<file path="config.mk">
export PLATFORM = sky130hd
export DESIGN_NAME = sce_unit
export DESIGN_NICKNAME = d
export VERILOG_FILES = /design/src/rtl/sce_pkg.sv /design/src/rtl/sce_rst_sync.sv /design/src/rtl/sce_mode_reg.sv /design/src/rtl/sce_line_router.sv /design/src/rtl/sce_irq_merge.sv /design/src/rtl/sce_unit.sv
export SDC_FILE = /design/constraint.sdc
export NUM_CORES = 1
export LEC_CHECK = 0
export ABC_AREA = 1
export BUFFER_PORTS_ARGS = -buffer_cell sky130_fd_sc_hd__buf_4
export CAP_MARGIN = 20
export CORE_UTILIZATION = 30
export DETAILED_ROUTE_END_ITERATION = 16
export PLACE_DENSITY = 0.7
export SLEW_MARGIN = 40
export SYNTH_ARGS = -nofsm -noshare
export SYNTH_HDL_FRONTEND = slang
export SYNTH_SLANG_ARGS = --single-unit
</file>
<file path="constraint.sdc">
create_clock -name clk -period 1.1 [get_ports clk]
set_clock_uncertainty 0.05 [all_clocks]
set_input_delay 0.33 -clock clk [delete_from_list [all_inputs] [get_ports clk]]
set_output_delay 0.33 -clock clk [all_outputs]
set_load 0.03 [all_outputs]
</file>
<file path="src/rtl/sce_pkg.sv">
package sce_pkg;
  localparam int unsigned MODE_W   = 8;
  localparam int unsigned NUM_EV   = 4;
  localparam logic [MODE_W-1:0] MODE_RST = 8'hF0;

  typedef struct packed {
    logic [NUM_EV-1:0] irq_en;    // [3]=txempty [2]=txrdy [1]=rxrdy [0]=syndet
    logic              loop_en;
    logic              mdm_force;
    logic [1:0]        clk_src;
  } mode_t;
endpackage

</file>
<file path="src/rtl/sce_rst_sync.sv">
module sce_rst_sync #(
  parameter int unsigned STAGES = 2
) (
  input  logic clk,
  input  logic rst_n,
  output logic rst_q_n
);
  logic [STAGES-1:0] chain_q, chain_d;

  always_comb chain_d = {chain_q[STAGES-2:0], 1'b1};

  always_ff @(posedge clk or negedge rst_n) begin
    if (!rst_n) chain_q <= '0;
    else        chain_q <= chain_d;
  end

  assign rst_q_n = chain_q[STAGES-1];
endmodule

</file>
<file path="src/rtl/sce_mode_reg.sv">
module sce_mode_reg
  import sce_pkg::*;
(
  input  logic              clk,
  input  logic              rst_n,
  input  logic              wr_en,
  input  logic [MODE_W-1:0] wr_data,
  output mode_t             mode
);
  mode_t mode_q, mode_d;

  always_comb begin
    mode_d = mode_q;
    if (wr_en) mode_d = mode_t'(wr_data);
  end

  always_ff @(posedge clk or negedge rst_n) begin
    if (!rst_n) mode_q <= mode_t'(MODE_RST);
    else        mode_q <= mode_d;
  end

  assign mode = mode_q;

  AST_WRITE_LOADS: assert property (@(posedge clk) disable iff (!rst_n)
    wr_en |=> (mode == mode_t'($past(wr_data))));
  AST_HOLD_NO_WRITE: assert property (@(posedge clk) disable iff (!rst_n)
    !wr_en |=> $stable(mode));
endmodule

</file>
<file path="src/rtl/sce_line_router.sv">
module sce_line_router
  import sce_pkg::*;
(
  input  mode_t mode,
  input  logic  core_txd,
  input  logic  core_rts_n,
  input  logic  core_dtr_n,
  output logic  core_rxd,
  output logic  core_cts_n,
  output logic  core_dsr_n,
  output logic  pin_txd,
  output logic  pin_rts_n,
  output logic  pin_dtr_n,
  input  logic  pin_rxd,
  input  logic  pin_cts_n,
  input  logic  pin_dsr_n,
  input  logic  ext_tick,
  input  logic  brg_tick,
  output logic  core_tick,
  input  logic  core_txempty,
  input  logic  core_st1,
  output logic  pin_shared
);
  always_comb begin
    if (mode.loop_en) begin
      core_rxd   = core_txd;
      core_cts_n = core_rts_n;
      core_dsr_n = core_dtr_n;
      pin_txd    = 1'b1;
      pin_rts_n  = 1'b1;
      pin_dtr_n  = 1'b1;
    end else begin
      core_rxd   = pin_rxd;
      core_cts_n = mode.mdm_force ? 1'b0 : pin_cts_n;
      core_dsr_n = mode.mdm_force ? 1'b0 : pin_dsr_n;
      pin_txd    = core_txd;
      pin_rts_n  = core_rts_n;
      pin_dtr_n  = core_dtr_n;
    end
  end

  always_comb core_tick  = mode.clk_src[1] ? brg_tick : ext_tick;
  always_comb pin_shared = mode.clk_src[0] ? core_st1 : core_txempty;
endmodule

</file>
<file path="src/rtl/sce_irq_merge.sv">
module sce_irq_merge
  import sce_pkg::*;
(
  input  logic              clk,
  input  logic              rst_n,
  input  logic [NUM_EV-1:0] events,
  input  logic [NUM_EV-1:0] enables,
  output logic              irq
);
  logic [NUM_EV-1:0] gated;
  logic irq_q, irq_d;

  for (genvar g = 0; g < NUM_EV; g++) begin : g_gate
    assign gated[g] = events[g] & enables[g];
  end

  always_comb irq_d = |gated;

  always_ff @(posedge clk or negedge rst_n) begin
    if (!rst_n) irq_q <= 1'b0;
    else        irq_q <= irq_d;
  end

  assign irq = irq_q;

  AST_IRQ_FOLLOWS: assert property (@(posedge clk) disable iff (!rst_n)
    ((events & enables) != '0) |=> irq);
  AST_MASKED_QUIET: assert property (@(posedge clk) disable iff (!rst_n)
    ((events & enables) == '0) |=> !irq);
endmodule

</file>
<file path="src/rtl/sce_unit.sv">
module sce_unit
  import sce_pkg::*;
#(
  parameter int unsigned SYNC_STAGES = 2
) (
  input  logic       clk,
  input  logic       rst_n,
  input  logic       wr_en,
  input  logic [7:0] wr_data,
  input  logic       core_txd,
  input  logic       core_rts_n,
  input  logic       core_dtr_n,
  output logic       core_rxd,
  output logic       core_cts_n,
  output logic       core_dsr_n,
  output logic       pin_txd,
  output logic       pin_rts_n,
  output logic       pin_dtr_n,
  input  logic       pin_rxd,
  input  logic       pin_cts_n,
  input  logic       pin_dsr_n,
  input  logic       ext_tick,
  input  logic       brg_tick,
  output logic       core_tick,
  input  logic       core_txempty,
  input  logic       core_st1,
  output logic       pin_shared,
  input  logic       ev_txempty,
  input  logic       ev_txrdy,
  input  logic       ev_rxrdy,
  input  logic       ev_syndet,
  output logic       irq
);
  logic  rst_q_n;
  mode_t mode;
  logic [NUM_EV-1:0] ev_vec;

  assign ev_vec = {ev_txempty, ev_txrdy, ev_rxrdy, ev_syndet};

  sce_rst_sync #(.STAGES(SYNC_STAGES)) u_rst (
    .clk(clk), .rst_n(rst_n), .rst_q_n(rst_q_n));

  sce_mode_reg u_mode (
    .clk(clk), .rst_n(rst_q_n), .wr_en(wr_en), .wr_data(wr_data), .mode(mode));

  sce_line_router u_route (
    .mode(mode), .core_txd(core_txd), .core_rts_n(core_rts_n), .core_dtr_n(core_dtr_n),
    .core_rxd(core_rxd), .core_cts_n(core_cts_n), .core_dsr_n(core_dsr_n),
    .pin_txd(pin_txd), .pin_rts_n(pin_rts_n), .pin_dtr_n(pin_dtr_n),
    .pin_rxd(pin_rxd), .pin_cts_n(pin_cts_n), .pin_dsr_n(pin_dsr_n),
    .ext_tick(ext_tick), .brg_tick(brg_tick), .core_tick(core_tick),
    .core_txempty(core_txempty), .core_st1(core_st1), .pin_shared(pin_shared));

  sce_irq_merge u_irq (
    .clk(clk), .rst_n(rst_q_n), .events(ev_vec), .enables(mode.irq_en), .irq(irq));

  AST_LOOP_DATA: assert property (@(posedge clk) disable iff (!rst_q_n)
    mode.loop_en |-> (core_rxd == core_txd && core_cts_n == core_rts_n
                      && core_dsr_n == core_dtr_n));
  AST_LOOP_PINS_IDLE: assert property (@(posedge clk) disable iff (!rst_q_n)
    mode.loop_en |-> (pin_txd && pin_rts_n && pin_dtr_n));
  AST_FORCE_ACTIVE: assert property (@(posedge clk) disable iff (!rst_q_n)
    (!mode.loop_en && mode.mdm_force) |-> (!core_cts_n && !core_dsr_n));
  AST_PASS_THROUGH: assert property (@(posedge clk) disable iff (!rst_q_n)
    (!mode.loop_en && !mode.mdm_force) |-> (pin_txd == core_txd && core_rxd == pin_rxd
                                            && core_cts_n == pin_cts_n));
  AST_TICK_SELECT: assert property (@(posedge clk) disable iff (!rst_q_n)
    core_tick == (mode.clk_src[1] ? brg_tick : ext_tick));
endmodule

</file>
# ---- Word-level counts from Yosys, hierarchy flattened
# Index checks and enable logic that the tools add are counted.
dict set report totals {
  register_bits 11
  wordCells 21
}
dict set report op_classes {
  muxes 10
  bitwise_logic 4
  n_reduce_logical 1
}
# cell n
set ops {}
lappend ops {{2-to-1 mux 1 bit} 10}
lappend ops {{AND 1 bit} 4}
lappend ops {{OR reduction 4 bit} 1}

# ---- Depth between registers and ports, before layout
dict set report logic_depth {
  word_depth 2
  ltp_mapped 4
}

# ---- By module
# From an unflattened synthesis, not the netlist that was laid out.
dict set report unflattened {
  cells_unflattened 66
  area_unflattened_um2 508.0
}
# module n_inst cells_each area_each_um2 seq_area_each_um2
set modules_own_cells {}
lappend modules_own_cells {sce_mode_reg 1 34 310.3 205.2}
lappend modules_own_cells {sce_line_router 1 19 85.1 0.0}
lappend modules_own_cells {sce_irq_merge 1 10 58.8 25.0}
lappend modules_own_cells {sce_rst_sync 1 3 53.8 50.0}

# ---- Least setup slack after synthesis
# Ideal clock, no wire load.
dict set report synth_timing {
  path_type {reg2out}
  startpoint {register u_mode.mode_q (netlist bit u_mode.mode[3])}
  endpoint {output port pin_dtr_n}
  t_arrival_ns 0.784
  required_time_ns 0.720
  path_slack_ns -0.064
  path_stages_with_launch 2
  cell_sequence {dfrtp_1 or2_2}
}
dict set report synth_via {
  elab_chain_cells 1
}
# element line
set synth_rtl {}
lappend synth_rtl {{start, declared} sce_mode_reg.sv:10} ;# mode_t mode_q, mode_d;
lappend synth_rtl {{start signal, assigned} sce_mode_reg.sv:18} ;# if (!rst_n) mode_q <= mode_t'(MODE_RST);
lappend synth_rtl {{start signal, assigned} sce_mode_reg.sv:19} ;# else mode_q <= mode_d;
lappend synth_rtl {{2-to-1 mux 1 bit} sce_line_router.sv:25} ;# if (mode.loop_en) begin
lappend synth_rtl {{end, declared} sce_unit.sv:18} ;# output logic pin_dtr_n,
# No other way between the ends.

# ---- Worst setup path after layout
# Same ends and word-level chain as after synthesis.

==> results.sh <==
export IMPL_drive_gt1_share_pct=60.2
export IMPL_areaGrowthSynthToFinish_pct=85.4
export IMPL_synthCells=64
export IMPL_ir_drop_v=0.000789
export IMPL_crit_arrival_ns=1.11
export IMPL_violations="setup timing"
export IMPL_cp_endpoint="pin_dtr_n"
export IMPL_grt_pass1_wl_mm=2.15
export IMPL_critPathKind="register to output port"
export IMPL_synth_top_area_share_pct=34.6
export IMPL_die_width_um=43.1
export IMPL_grt_setup_unrepaired="yes"
export IMPL_total_leakage_power_uw=0.000504
export IMPL_worstPathMaxFanout=6
export IMPL_grt_max_degree=17
export IMPL_tns_ns=-2.78
export IMPL_setup_viol=9
export IMPL_layout_min_cycle_time_ns=1.49
export IMPL_core_area_um2=1540
export IMPL_routed_wirelength_mm=1.26
export IMPL_dpl_instance_area_um2=786
export IMPL_drc_errors=0
export IMPL_synth_seq_cells=11
export IMPL_fin_nets=134
export IMPL_finalCritPeriodShare_pct=135
export IMPL_fmaxAchievable_mhz=671
export IMPL_status="complete, but fails checks"
export IMPL_drt_iter0_drc=11
export IMPL_start_kind="register"
export IMPL_synth_distinct_cells=9
export IMPL_clkSinkCount=11
export IMPL_diodes=0
export IMPL_first_global_vias=532
export IMPL_grt_overflow=0
export IMPL_worst_slack_ns=-0.390
export IMPL_hold_ws_ns=0.0884
export IMPL_port_buffers=33
export IMPL_dp_cells=114
export IMPL_power_density_nw_per_um2=1190
export IMPL_cp_required_ns=0.72
export IMPL_start_util_pct=32.9
export IMPL_syn_mean_instance_area_um2=7.92
export IMPL_ant_nets=0
export IMPL_finish_utilization_pct=61.0
export IMPL_yosysTopAreaCell="dfrtp_1"
export IMPL_clock_latency_ns=0.27
export IMPL_die_h_um=43.1
export IMPL_netlist_area_um2=507
export IMPL_finalNonFillerCells=124
export IMPL_clkTransAtPathRegs_ns=0.07
export IMPL_antenna_found_initial=0
export IMPL_yosysSeqAreaShare_pct=55.3
export IMPL_slew_violations=0
export IMPL_worstRegToRegCells=4
export IMPL_cap_viol_max_count=0
export IMPL_rows=14
export IMPL_crit_path_end_kind="output port"
export IMPL_cts_root_buf="clkbuf_4"
export IMPL_dieArea_um2=1860
export IMPL_rr_endpoint="u_mode.mode[3]"
export IMPL_hold_viol=0
export IMPL_synth_area_leaders="dfrtp_1 (35%), dfstp_2 (21%), nand2_1 (21%)"
export IMPL_syn_nets=89
export IMPL_drtPass1Iterations=4
export IMPL_via_count=556
export IMPL_fin_area_um2=940
export IMPL_r2r_start="u_mode.mode[3]"
export IMPL_r2r_slack_ns=0.08
export IMPL_hold_path_class="register to async pin"
export IMPL_h_tree_depth=1
export IMPL_ys_warnings_count=0
export IMPL_startpoint="u_mode.mode[3]"
export IMPL_grt_usage_pct=15.9
export IMPL_fill_cells=145
export IMPL_ios=34
export IMPL_place_gp_congestion=0.720
export IMPL_wl_per_cell_um=10.2
export IMPL_cts_buffers=3
export IMPL_viasPerCell=4.48
export IMPL_cts_buffer_depth=2
export IMPL_cts_tree="done"
critical path, cell delays in order, from the launching register on:
cell,delay [ns]
dfrtp_2,0.46
or2_4,0.25
buf_6,0.14
layout make-up:
type	count	area, um2	area share [%]
clock buffers	4	26.3	2.80
well taps	16	20.0	2.13
inverters	10	40.0	4.26
repair buffers	41	348	37.0
flip-flops and latches	11	282	30.0
multi-input cells	42	224	23.8
where the power goes:
part	leakage, uW	internal, uW	total (uW)	switching, uW
clock network	0.0000150	141	274	134
logic	0.000365	193	364	171
registers	0.000124	450	478	27.9
sequential cells by signal, indices dropped and copies added (netlist names):
name,flops
u_mode.mode,8
u_rst.chain_q,2
u_irq.irq,1
routing by layer:
layer	up-vias	global-route usage (%)	share of wire [%]
met4	0	3.64	1.3
met2	22	29.3	54
met1	253	15.9	36
li1	279	-	-
met5	-	0	0
met3	2	7.66	8.6
cell usage after synthesis:
library cell,count
nand2_1,28
inv_1,10
o21ai_0,8
dfrtp_1,7
dfstp_2,4
or2_2,3
nand3_1,2
buf_6,1
conb_1,1
cells in the final DEF, fill, tap and decap left out:
master	count
nand2_2	7
conb_1	1
dfrtp_2	1
inv_1	7
inv_4	1
o21ai_2	1
nand2_1	20
clkbuf_1	1
or2_4	3
nand3_2	2
clkbuf_4	3
nand2_4	1
dfstp_2	4
o21ai_0	7
dfrtp_1	6
buf_6	10
inv_2	2
buf_4	30
dlygate4sd3_1	1
repair_timing:
action | 4_1_cts | 5_1_grt
pin swaps | 4 | 2
resized for setup | 21 | 7
setup buffers | 6 | 0
setup endpoints to repair | 9 | 10
hold buffers | 1 | 0
hold endpoints to repair | 2 | 0
through the flow:
step / power [uW] / worst slack, ns
floorplan: 621 / -0.0637
global placement: 757 / -0.148
detailed placement: 765 / -0.189
global route: 1180 / -0.428
CTS: 1120 / -0.390
finish: 1120 / -0.390
cell families (layout without fill, tap and decap cells):
group | after synthesis | after routing | share of synthesized area, %
other cells | 1 | 1 | 0.740
buf+inv | 11 | 55 | 9.63
flops | 11 | 11 | 55.3
simple gates | 33 | 33 | 26.4
compound gates | 8 | 8 | 7.90
worst min path at each step:
| stage | from | to | slack [ns] |
|---|---|---|---|
| floorplan | rst_n | u_rst.chain_q[0] | -0.02 |
| global placement | rst_n | u_rst.chain_q[0] | 0.06 |
| detailed placement | rst_n | u_rst.chain_q[0] | 0.06 |
| CTS | u_rst.chain_q[1] | u_mode.mode[1] | 0.11 |
| global route | u_rst.chain_q[1] | u_mode.mode[1] | 0.13 |
| finish | u_rst.chain_q[1] | u_irq.irq | 0.09 |
No activity file was read; power rests on OpenSTA's default activity.
